$ cat config.mk
export PLATFORM = sky130hd
export DESIGN_NAME = window_monitor
export DESIGN_NICKNAME = d
export VERILOG_FILES = /design/src/rtl/winmon_pkg.sv /design/src/rtl/winmon_cmp.sv /design/src/rtl/winmon_ctrl.sv /design/src/rtl/winmon_regs.sv /design/src/rtl/window_monitor.sv
export SDC_FILE = /design/constraint.sdc
export NUM_CORES = 1
export LEC_CHECK = 0
export BUFFER_PORTS_ARGS = -buffer_cell sky130_fd_sc_hd__buf_2
export CAP_MARGIN = 10
export CORE_ASPECT_RATIO = 0.5
export CORE_UTILIZATION = 43
export CTS_CLUSTER_SIZE = 25
export DETAILED_ROUTE_END_ITERATION = 10
export GPL_TIMING_DRIVEN = 0
export PLACE_DENSITY = 0.82
export SLEW_MARGIN = 25
export SYNTH_ARGS = -nofsm -noshare
export SYNTH_HDL_FRONTEND = slang
export SYNTH_SLANG_ARGS = --single-unit
$ cat constraint.sdc
create_clock -name clk -period 1.8 [get_ports clk]
set_input_delay 0.27 -clock clk [delete_from_list [all_inputs] [get_ports clk]]
set_output_delay 0.27 -clock clk [all_outputs]
set_load 0.02 [all_outputs]
$ cat src/rtl/winmon_pkg.sv
package winmon_pkg;

  typedef enum logic [2:0] {
    WM_OFF      = 3'd0,
    WM_ABOVE    = 3'd1,
    WM_BELOW    = 3'd2,
    WM_INSIDE   = 3'd3,
    WM_OUTSIDE  = 3'd4,
    WM_HYST_UP  = 3'd5,
    WM_HYST_DN  = 3'd6,
    WM_RESERVED = 3'd7
  } winMode_t;

  // raw relations between the measurement and each threshold
  typedef struct packed {
    logic gtLow;
    logic ltLow;
    logic gtHigh;
    logic ltHigh;
  } cmpFlags_t;

  // strobes from control to the flag/event datapath
  typedef struct packed {
    logic hit;
    logic fireEvt;
  } ctrlStrobe_t;

endpackage

$ cat src/rtl/winmon_cmp.sv
module winmon_cmp
  import winmon_pkg::*;
#(
  parameter int DATA_W = 24,
  parameter int BUS_W  = 32
) (
  input  logic [BUS_W-1:0] value,
  input  logic [BUS_W-1:0] lowThr,
  input  logic [BUS_W-1:0] highThr,
  output cmpFlags_t        rel
);
  logic [DATA_W-1:0] valueCut;
  logic [DATA_W-1:0] lowCut;
  logic [DATA_W-1:0] highCut;

  generate
    if (BUS_W > DATA_W) begin : g_trim
      assign valueCut = value[DATA_W-1:0];
      assign lowCut   = lowThr[DATA_W-1:0];
      assign highCut  = highThr[DATA_W-1:0];
    end else begin : g_direct
      assign valueCut = value;
      assign lowCut   = lowThr;
      assign highCut  = highThr;
    end
  endgenerate

  always_comb begin
    rel.gtLow  = valueCut > lowCut;
    rel.ltLow  = valueCut < lowCut;
    rel.gtHigh = valueCut > highCut;
    rel.ltHigh = valueCut < highCut;
  end
endmodule

$ cat src/rtl/winmon_ctrl.sv
module winmon_ctrl
  import winmon_pkg::*;
(
  input  logic        clk,
  input  logic        rstN,
  input  logic        resultValid,
  input  logic [2:0]  modeSel,
  input  logic        evtOutEn,
  input  cmpFlags_t   rel,
  output ctrlStrobe_t strobe,
  output logic        matchNow
);
  winMode_t modeNow;
  winMode_t modeQ;
  logic     matchQ;
  logic     modeChg;
  logic     heldState;
  logic     candidate;
  logic     matchNext;

  assign modeNow = winMode_t'(modeSel);
  assign modeChg = (modeNow != modeQ);
  // cleared hysteresis state on a mode switch or while off
  assign heldState = (modeChg || modeNow == WM_OFF) ? 1'b0 : matchQ;

  always_comb begin
    unique case (modeNow)
      WM_ABOVE:   candidate = rel.gtLow;
      WM_BELOW:   candidate = rel.ltHigh;
      WM_INSIDE:  candidate = rel.gtLow & rel.ltHigh;
      WM_OUTSIDE: candidate = rel.ltLow | rel.gtHigh;
      WM_HYST_UP: candidate = heldState ? ~rel.ltLow : rel.gtHigh;
      WM_HYST_DN: candidate = heldState ? ~rel.gtHigh : rel.ltLow;
      default:    candidate = 1'b0;
    endcase
  end

  assign matchNext      = resultValid ? candidate : heldState;
  assign strobe.hit     = resultValid & candidate;
  assign strobe.fireEvt = resultValid & candidate & evtOutEn;

  always_ff @(posedge clk or negedge rstN) begin
    if (!rstN) begin
      modeQ  <= WM_OFF;
      matchQ <= 1'b0;
    end else begin
      modeQ  <= modeNow;
      matchQ <= matchNext;
    end
  end

  assign matchNow = matchQ;
endmodule

$ cat src/rtl/winmon_regs.sv
module winmon_regs
  import winmon_pkg::*;
(
  input  logic        clk,
  input  logic        rstN,
  input  ctrlStrobe_t strobe,
  input  logic        flagClr,
  input  logic        intEnSet,
  input  logic        intEnClr,
  output logic        winFlag,
  output logic        winEvent,
  output logic        irq
);
  logic flagQ;
  logic evtQ;
  logic intEnQ;

  always_ff @(posedge clk or negedge rstN) begin
    if (!rstN) begin
      flagQ  <= 1'b0;
      evtQ   <= 1'b0;
      intEnQ <= 1'b0;
    end else begin
      flagQ <= strobe.hit | (flagQ & ~flagClr);
      evtQ  <= strobe.fireEvt;
      if (intEnClr)      intEnQ <= 1'b0;
      else if (intEnSet) intEnQ <= 1'b1;
    end
  end

  assign winFlag  = flagQ;
  assign winEvent = evtQ;
  assign irq      = flagQ & intEnQ;
endmodule

$ cat src/rtl/window_monitor.sv
module window_monitor
  import winmon_pkg::*;
#(
  parameter int DATA_W = 24,
  parameter int BUS_W  = 32
) (
  input  logic             clk,
  input  logic             rstN,
  input  logic             resultValid,
  input  logic [BUS_W-1:0] resultValue,
  input  logic [BUS_W-1:0] lowThresh,
  input  logic [BUS_W-1:0] highThresh,
  input  logic [2:0]       modeSel,
  input  logic             evtOutEn,
  input  logic             flagClr,
  input  logic             intEnSet,
  input  logic             intEnClr,
  output logic             winFlag,
  output logic             winEvent,
  output logic             matchNow,
  output logic             irq
);
  cmpFlags_t   rel;
  ctrlStrobe_t strobe;

  winmon_cmp #(.DATA_W(DATA_W), .BUS_W(BUS_W)) u_cmp (
    .value  (resultValue),
    .lowThr (lowThresh),
    .highThr(highThresh),
    .rel    (rel)
  );

  winmon_ctrl u_ctrl (
    .clk        (clk),
    .rstN       (rstN),
    .resultValid(resultValid),
    .modeSel    (modeSel),
    .evtOutEn   (evtOutEn),
    .rel        (rel),
    .strobe     (strobe),
    .matchNow   (matchNow)
  );

  winmon_regs u_regs (
    .clk     (clk),
    .rstN    (rstN),
    .strobe  (strobe),
    .flagClr (flagClr),
    .intEnSet(intEnSet),
    .intEnClr(intEnClr),
    .winFlag (winFlag),
    .winEvent(winEvent),
    .irq     (irq)
  );
endmodule

==> run metrics <==
HPWL after DPL 3667 um; share of cells above drive strength 1 0.4441; headroom to the max-slew limit 0.7389; Syn Inst Count 218; H-tree depth 1; clock-pin slew on the worst setup and hold paths 40 ps; vias in the first global route 1,708; initial antenna violation count 0; DP Worst Slack -598.5 ps; syn nets 372; final hold violation count 0; failing checks negative setup slack; root buf cell clkbuf_8; Final Util 0.7206; syn_area_per_cell 7.553 um^2; Clock Path Buffers 2; CP Capture Type register; CTS tree yes; most frequent cells in the layout buf_2, inv_1, ha_1; status finished with violations; PwrDens 357.2 nW/um^2; startpoint types input port; Initial DRC Count 20; Crit Path Max Fanout 3; first-pass detailed-route iteration total 4; DRC 0; final period utilization 1.141; Post-Syn Area 1647 um^2; Antenna diodes 0; Area Overhead vs Synth 55.24%; grt ovf 0; Max-Cap Viols 0; Critical Path RT 1890 ps; placed cell count 354; Min Hold Slack 165.5 ps; synthesis-stage register bit count 7; IO Port Bufs 85; register area share after synthesis 0.1064; Top Ports 110; Routed WL 4074 um; num rows 15; DR WL/cell 11.19 um; HP Class in2reg; total number of vias 1,828; most common cell after layout, fill and taps aside buf_2; GRT Overall Usage 0.2068; fin cells 364; Core ar. 3547 um^2; die width 89.51 um; Setup Skew 1.839 ps; CTS Buf Count 3; CP Class in2reg; final antenna-violating net count 0; Vert. Die Dim 45.76 um; area of the die 4096 um^2; Worst Tran Pin Value 389.9 ps; fin crit period 2055 ps; DR vias/cell 5.022; Sink Count 7; clk_lat worst skew 230 ps; Starting Density 0.4642; Synth warnings 0; maximum clock rate 0.4867 GHz; Synth area leaders ha_1, inv_1, dfrtp_1; P_leak 0.001342 uW; Worst Slack Setup Final -254.6 ps; cell taking the most area after synthesis ha_1; final setup violation count 3; RSZ-0062 raised after global routing true; global-route wire length before repair 6624 um; Synth top area share 0.3647; Max IR drop VDD 0.0002005 V; WP data arrival 2140 ps; Layout Nets 468; unique cell type count in the Yosys netlist 41; RD Place Congestion 0.8195; pin count of the biggest net entering global routing 10; Final Max Slew Viols 0
[registers in the layout, summed over array words and instances, names as in the netlist]
name / cells
u_ctrl.modeQ: 3
u_ctrl.matchNow: 1
u_regs.intEnQ: 1
u_regs.winEvent: 1
u_regs.winFlag: 1
[critical path, stage by stage]
cell      delay, ps
buf_8           110
ha_4            270
nand4_4         120
nor3_4          200
buf_6           130
nand3_2          50
o211ai_1        200
o31ai_1         140
a221o_1         350
o211ai_2        200
nand3_1         110
[path summary, 6_finish.rpt]
kind | to | depth (start not counted) | slack (ps) | startpoint
min | u_ctrl.modeQ[1] | 1 | 170 | modeSel[1]
min reg2reg | u_regs.intEnQ | 2 | 490 | u_regs.intEnQ
max reg2reg | u_regs.winFlag | 7 | 10 | u_ctrl.modeQ[0]
min in group asynchronous | u_ctrl.modeQ[2] | 2 | 410 | rstN
max in group asynchronous | u_regs.winFlag | 2 | 1240 | rstN
max | u_regs.winFlag | 11 | -250 | resultValue[22]
[logic make-up after synthesis]
logic type	share of synthesized area
and+or+nand+nor	0.2211
buffers and inverters	0.1193
adders and majority gates	0.3647
AOI/OAI and AO/OA	0.1664
DFF	0.1064
xor gates and xnor gates	0.01520
muxes	0.006838
[per-layer routing]
metal  routed length (um)  track usage  share of wire
met1                 1800       0.2541           0.44
met2                 2119       0.4046           0.52
met3                  146      0.02355          0.036
met4                    8      0.02857         0.0020
met5                    0            0              0
[synth_stat cells]
cell / instances
a211o_1: 1
a211oi_1: 2
a211oi_2: 1
a21boi_0: 1
a21boi_1: 1
a21oi_1: 21
a221o_1: 1
a221oi_1: 1
a31oi_1: 1
a32oi_1: 1
and2_1: 1
buf_2: 1
buf_4: 1
dfrtp_1: 7
ha_1: 48
inv_1: 49
mux2_1: 1
nand2_1: 13
nand2_4: 1
nand2b_1: 5
nand3_1: 9
nand3_2: 1
nand4_1: 10
nand4_2: 1
nand4b_1: 1
nor2_1: 14
nor2b_1: 2
nor3_1: 1
nor3_2: 1
nor3_4: 1
nor4_1: 2
nor4b_1: 1
nor4bb_1: 1
o2111ai_1: 1
o211ai_1: 2
o211ai_2: 1
o21ai_0: 5
o21ai_1: 3
o31ai_1: 1
xnor2_1: 1
xnor2_2: 1
[through the flow]
step | total power, uW | instance area, um^2 | setup TNS [ps]
floorplan | 481.3 | 1894 | -346.9
global placement | 651.3 | 2384 | -1599
detailed placement | 670.9 | 2384 | -1757
CTS | 918.0 | 2552 | -799.4
global route | 1011 | 2556 | -1093
finish | 913.1 | 2556 | -721.2
[repair_timing]
action / CTS / global route
buffers inserted: 5 / 0
gates resized for setup: 18 / 1
hold buffers: 1 / 0
hold endpoints to repair: 7 / 0
endpoints found under the setup margin: 3 / 3
pin swaps: 16 / 4
[cell type report]
| cell class | instances | area [um^2] |
|---|---|---|
| clock buffer | 4 | 45.04 |
| tap | 51 | 63.81 |
| buffer | 2 | 12.51 |
| multi-input combinational | 160 | 1524 |
| fill | 299 | 991.0 |
| inverter | 49 | 211.5 |
| timing repair buffer | 91 | 524.3 |
| sequential | 7 | 175.2 |
[report_power, final]
group / internal (uW) / switching, uW / total (uW)
logic: 259 / 258 / 517
clock network: 153 / 64.9 / 218
registers: 170 / 7.47 / 178
Note: power is estimated with default switching activity, not from simulation.
